[config.mk]
export PLATFORM = sky130hd
export DESIGN_NAME = nine_bit_packer
export DESIGN_NICKNAME = d
export VERILOG_FILES = /design/src/rtl/nine_bit_packer_pkg.sv /design/src/rtl/nsp_len_check.sv /design/src/rtl/nsp_accum.sv /design/src/rtl/nsp_ctrl.sv /design/src/rtl/nine_bit_packer.sv
export SDC_FILE = /design/constraint.sdc
export NUM_CORES = 1
export LEC_CHECK = 0
export BUFFER_PORTS_ARGS = -buffer_cell sky130_fd_sc_hd__buf_2
export CAP_MARGIN = 30
export CORE_MARGIN = 2
export CORE_UTILIZATION = 60
export DETAILED_ROUTE_END_ITERATION = 6
export PLACE_DENSITY_LB_ADDON = 0.12
export SLEW_MARGIN = 20
export SYNTH_ARGS = -nofsm -noshare
export SYNTH_HDL_FRONTEND = slang
export SYNTH_SLANG_ARGS = --single-unit
[constraint.sdc]
create_clock -name clk -period 2 [get_ports clk]
set_input_delay 0 -clock clk [delete_from_list [all_inputs] [get_ports clk]]
set_output_delay 0 -clock clk [all_outputs]
set_load 0.02 [all_outputs]
[src/rtl/nine_bit_packer_pkg.sv]
package nine_bit_packer_pkg;

    typedef enum logic [1:0] {
        PK_IDLE  = 2'd0,
        PK_FILL  = 2'd1,
        PK_DRAIN = 2'd2
    } pk_state_e;

endpackage

[src/rtl/nsp_len_check.sv]
module nsp_len_check #(
    parameter int LEN_W       = 16,
    parameter int GROUP_WORDS = 8
) (
    input  logic [LEN_W-1:0] len_words,
    output logic             legal,
    output logic [LEN_W-1:0] groups
);
    localparam int GLOG = $clog2(GROUP_WORDS);

    // group size is a power of two: legality is a zero remainder and a nonzero length
    always_comb begin
        legal  = (len_words != '0) && (len_words[GLOG-1:0] == '0);
        groups = len_words >> GLOG;
    end
endmodule

[src/rtl/nsp_accum.sv]
module nsp_accum #(
    parameter int SYM_W       = 9,
    parameter int GROUP_WORDS = 8,
    parameter int BYTE_W      = 8
) (
    input  logic              clk,
    input  logic              rst,
    input  logic              clear,
    input  logic              push_sym,
    input  logic [SYM_W-1:0]  sym,
    input  logic              pop_byte,
    output logic [BYTE_W-1:0] head
);
    localparam int ACC_W = SYM_W * GROUP_WORDS;

    logic [ACC_W-1:0] acc_d, acc_q;

    // symbols enter at the bottom, bytes leave from the top
    always_comb begin
        acc_d = acc_q;
        if (clear) begin
            acc_d = '0;
        end else if (push_sym) begin
            acc_d = {acc_q[ACC_W-SYM_W-1:0], sym};
        end else if (pop_byte) begin
            acc_d = {acc_q[ACC_W-BYTE_W-1:0], {BYTE_W{1'b0}}};
        end
    end

    always_ff @(posedge clk) begin
        if (rst) acc_q <= '0;
        else     acc_q <= acc_d;
    end

    assign head = acc_q[ACC_W-1 -: BYTE_W];
endmodule

[src/rtl/nsp_ctrl.sv]
module nsp_ctrl
    import nine_bit_packer_pkg::*;
#(
    parameter int LEN_W           = 16,
    parameter int GROUP_WORDS     = 8,
    parameter int BYTES_PER_GROUP = 9
) (
    input  logic             clk,
    input  logic             rst,
    input  logic             start,
    input  logic             legal,
    input  logic [LEN_W-1:0] groups,
    input  logic             in_valid,
    input  logic             out_ready,
    output logic             in_ready,
    output logic             out_valid,
    output logic             clear,
    output logic             push_sym,
    output logic             pop_byte,
    output logic             err,
    output logic             done
);
    localparam int WCW = $clog2(GROUP_WORDS);
    localparam int BCW = $clog2(BYTES_PER_GROUP);

    typedef struct packed {
        pk_state_e        state;
        logic [WCW-1:0]   word_cnt;
        logic [BCW-1:0]   byte_cnt;
        logic [LEN_W-1:0] grp_left;
        logic             err;
        logic             done;
    } ctrl_t;

    ctrl_t q, d;

    always_comb begin
        d        = q;
        d.err    = 1'b0;
        d.done   = 1'b0;
        clear    = 1'b0;
        push_sym = 1'b0;
        pop_byte = 1'b0;
        unique case (q.state)
            PK_IDLE: begin
                if (start) begin
                    if (legal) begin
                        d.state    = PK_FILL;
                        d.grp_left = groups;
                        d.word_cnt = '0;
                        clear      = 1'b1;
                    end else begin
                        d.err = 1'b1;
                    end
                end
            end
            PK_FILL: begin
                if (in_valid) begin
                    push_sym = 1'b1;
                    if (q.word_cnt == WCW'(GROUP_WORDS - 1)) begin
                        d.state    = PK_DRAIN;
                        d.byte_cnt = '0;
                    end else begin
                        d.word_cnt = q.word_cnt + WCW'(1);
                    end
                end
            end
            PK_DRAIN: begin
                if (out_ready) begin
                    pop_byte = 1'b1;
                    if (q.byte_cnt == BCW'(BYTES_PER_GROUP - 1)) begin
                        if (q.grp_left == LEN_W'(1)) begin
                            d.state = PK_IDLE;
                            d.done  = 1'b1;
                        end else begin
                            d.grp_left = q.grp_left - LEN_W'(1);
                            d.state    = PK_FILL;
                            d.word_cnt = '0;
                        end
                    end else begin
                        d.byte_cnt = q.byte_cnt + BCW'(1);
                    end
                end
            end
            default: d.state = PK_IDLE;
        endcase
    end

    always_ff @(posedge clk) begin
        if (rst) begin
            q.state    <= PK_IDLE;
            q.word_cnt <= '0;
            q.byte_cnt <= '0;
            q.grp_left <= '0;
            q.err      <= 1'b0;
            q.done     <= 1'b0;
        end else begin
            q <= d;
        end
    end

    assign in_ready  = (q.state == PK_FILL);
    assign out_valid = (q.state == PK_DRAIN);
    assign err       = q.err;
    assign done      = q.done;
endmodule

[src/rtl/nine_bit_packer.sv]
module nine_bit_packer #(
    parameter int IN_W        = 16,
    parameter int SYM_W       = 9,
    parameter int BYTE_W      = 8,
    parameter int GROUP_WORDS = 8,
    parameter int LEN_W       = 16
) (
    input  logic              clk,
    input  logic              rst,
    input  logic              start,
    input  logic [LEN_W-1:0]  len_words,
    input  logic              in_valid,
    input  logic [IN_W-1:0]   in_word,
    output logic              in_ready,
    input  logic              out_ready,
    output logic              out_valid,
    output logic [BYTE_W-1:0] out_byte,
    output logic              err,
    output logic              done
);
    localparam int ACC_W           = SYM_W * GROUP_WORDS;
    localparam int BYTES_PER_GROUP = ACC_W / BYTE_W;

    logic             legal;
    logic [LEN_W-1:0] groups;
    logic             clear, push_sym, pop_byte;
    logic             unused_upper;

    assign unused_upper = ^in_word[IN_W-1:SYM_W];

    nsp_len_check #(
        .LEN_W(LEN_W), .GROUP_WORDS(GROUP_WORDS)
    ) u_len (
        .len_words(len_words), .legal(legal), .groups(groups)
    );

    nsp_ctrl #(
        .LEN_W(LEN_W), .GROUP_WORDS(GROUP_WORDS), .BYTES_PER_GROUP(BYTES_PER_GROUP)
    ) u_ctrl (
        .clk(clk), .rst(rst), .start(start), .legal(legal), .groups(groups),
        .in_valid(in_valid), .out_ready(out_ready),
        .in_ready(in_ready), .out_valid(out_valid),
        .clear(clear), .push_sym(push_sym), .pop_byte(pop_byte),
        .err(err), .done(done)
    );

    nsp_accum #(
        .SYM_W(SYM_W), .GROUP_WORDS(GROUP_WORDS), .BYTE_W(BYTE_W)
    ) u_acc (
        .clk(clk), .rst(rst), .clear(clear), .push_sym(push_sym),
        .sym(in_word[SYM_W-1:0]), .pop_byte(pop_byte), .head(out_byte)
    );
endmodule

==> impl_metrics.yaml <==
min_path:
  hp-class: "input pin to flip-flop"
die:
  initial_core_util: 0.6162
  die-height_um: 98.64
  core_sq_mm: 0.008721
  die_area_sq_mm: 0.009730
  chipWidth_um: 98.64
  num_rows: 34
  num_io_pins: 49
run:
  max-cap-violations: 0
synth:
  yosysTopAreaCell: "dfxtp_1"
  synth_area_sq_mm: 0.005374
  syn_inst: 615
  synth_area_per_cell_sq_um: 8.738
  synthTopCellsByCount: "nand2_1 (148), dfxtp_1 (99), nor2_1 (88), a311oi_2 (64), clkbuf_1 (27)"
  async_reset_ff_frac: 0
  synth_edf_count: 0
  synth_top_area_frac: 0.3688
  yosysWarningCount: 0
  ys_seq_area_frac: 0.3688
  synth_nets: 658
  ys.flop_type: "dfxtp_1"
  yosys_register_bits: 99
  synthTopCellsByArea: "dfxtp_1 (37%), a311oi_2 (18%), nand2_1 (10%)"
  synth_cell_types: 59
  synth.most_common_cell: "nand2_1"
global_routing:
  gr-total-overflow: 0
  gr-usage-all-layers: 0.2465
  grt_use_met2: 0.4301
  grt_pass1_wl_um: 20220
  grt_max_degree: 65
  busiest_layer: "met2"
  met3_usage: 0.03759
  antenna_found_initial: 0
  grt.met1_usage: 0.3169
  grt_pass1_vias: 4426
routing:
  vias: 4564
  drc: 0
  drtPass1Iterations: 5
  wirelength_um: 11740
  vias_per_cell: 6.045
  drtIter0Drc: 183
  drt-wirelength-per-cell_um: 15.55
  postRouteAntennaNets: 0
finish:
  utilization: 0.6802
  drive_gt1_frac: 0.2643
  finalNetCount: 685
  syn_to_final_growth_pct: 10.38
  fin_area_sq_mm: 0.005932
  antenna_cells: 0
clock_tree:
  cts_buffers: 9
  cts_max_level: 3
  path_clk_slew_ns: 0.10
  clock_latency_ns: 0.37
  clock_path_buffers: 2
  clkSinkCount: 99
  root_buffer: "clkbuf_8"
  cts_tree: "done"
place:
  routabilityCongestion: 0.8780
  port_buffers: 41
  placed_cell_area_sq_mm: 0.005547
  hpwlAfterDp_um: 7669
critical_path:
  cpPeakStageDelay_ns: 0.52
  critPathMaxFanout: 4
  startpoint_type: "flip-flop"
  worstSetupEndpointType: "flip-flop"
  critPathKind: "flip-flop to flip-flop"
  cpMaxStageDelayCell: "or4b_1"
  crit_chain: "ha_1 -> ha_1 -> nand3b_1 -> a21oi_2 -> o22ai_1 -> or4b_1 -> a21oi_1"
  critical_path.top_delay_family: "simple AND/OR/NAND/NOR gates"
  cp.arrival_ns: 2.22
  critPathRequiredTime_ns: 2.30
  cp_common_cell: "ha_1"
  timing.critical_path.buf_inv: 0
power_and_ir_drop:
  ir_drop_mv: 0.2940
  p_leak_nw: 2.156
  cellPowerDensity_mw_per_mm2: 615.5
timing:
  fin_tns_setup_ns: 0
  max_freq_ghz: 0.5206
  finalSetupViolations: 0
  fin_skew_ns: 0.01067
  final_hold_viol_count: 0
  tightest_slew_ns: 0.5273
  slew_headroom: 0.6472
  rsz0062_at_grt: "yes"
  period_share: 0.9604
  hold_slack_ns: 0.02663
  finalMaxSlewViolations: 0
  period_minus_slack_ns: 1.921
status:
  status: "finished, final reports clean"
-- through the flow --
stage          setup slack (ns)  total power, mW  std cells
6_report                0.07913            3.651        755
3_5_place_dp            0.03289            2.438        724
2_1_floorplan            0.1598            2.364        615
3_3_place_gp             0.1235            2.432        724
4_1_cts                 0.01325            3.676        753
5_1_grt                -0.03481            3.799        755
-- layout by cell type, fill, tap and decap left out, types with 3 or more instances in the layout --
cell | netlist | routed
a211oi_1 | 3 | 3
a21oi_1 | 18 | 17
a21oi_2 | 2 | 3
a22oi_1 | 11 | 11
a311oi_1 | 3 | 3
a311oi_2 | 64 | 64
a31oi_1 | 5 | 5
buf_12 | 7 | 7
buf_2 | 9 | 41
buf_4 | 9 | 15
clkbuf_8 | 0 | 9
clkinvlp_4 | 0 | 5
dfxtp_1 | 99 | 96
dfxtp_2 | 0 | 3
dlygate4sd3_1 | 0 | 13
ha_1 | 6 | 6
inv_1 | 6 | 5
nand2_1 | 148 | 147
nand3_1 | 12 | 12
nand4_1 | 4 | 4
nor2_1 | 88 | 88
nor3_1 | 13 | 12
nor4_1 | 6 | 6
nor4_4 | 2 | 4
o21ai_0 | 11 | 11
o21ai_1 | 4 | 4
xor2_1 | 5 | 5
-- report_power, final --
group / switching, mW / total, mW / internal (mW)
combinational: 0.214 / 0.377 / 0.163
sequential: 0.0383 / 2.05 / 2.01
clock: 0.754 / 1.23 / 0.471
-- worst reg2reg max path: stages, from the launching register on --
cell	delay, ns
dfxtp_1	0.33
ha_1	0.20
ha_1	0.19
nand3b_1	0.18
a21oi_2	0.17
o22ai_1	0.13
or4b_1	0.52
a21oi_1	0.13
-- path summary, 6_finish.rpt --
path	startpoint	to	slack [ns]	cells after the start
max	u_ctrl.q[22]	u_ctrl.q[22]	0.08	7
min	len_words[12]	u_ctrl.q[11]	0.03	3
max reg2reg	u_ctrl.q[22]	u_ctrl.q[22]	0.08	7
min reg2reg	u_ctrl.q[23]	u_ctrl.q[23]	0.48	2
-- metal layers --
| layer | routed length [um] | vias up |
|---|---|---|
| li1 | - | 2256 |
| met1 | 5228 | 2195 |
| met2 | 5972 | 99 |
| met3 | 419 | 14 |
| met4 | 123 | 0 |
| met5 | 0 | - |
-- sequential cells by signal (all words and copies together), names as in the netlist --
signal and flops:
u_acc.acc_q 72, u_ctrl.done 1, u_ctrl.err 1, u_ctrl.q 25
-- cell families after synthesis --
group                      after synthesis  share of synthesized area
adders and majority gates                6                    0.01397
xor gates and xnor gates                 6                   0.009779
DFF                                     99                     0.3688
buffers and inverters                   67                    0.08195
AOI/OAI and AO/OA                      138                     0.2745
and+or+nand+nor                        299                     0.2510
-- repair_timing --
action,4_1_cts,5_1_grt
hold buffers,13,0
hold endpoints to repair,13,0
buffers inserted,0,2
resized for setup,0,12
setup endpoints to repair,0,60
-- cell type report --
cell class | count | area (sq um)
repair buffers | 76 | 588.1
fillers | 718 | 2789
flip-flops and latches | 99 | 1986
clock inverters | 7 | 61.31
well taps | 108 | 135.1
inverters | 7 | 30.03
clock buffers | 9 | 123.9
multi-input cells | 449 | 3008
Power figures use the tool's default switching activity.
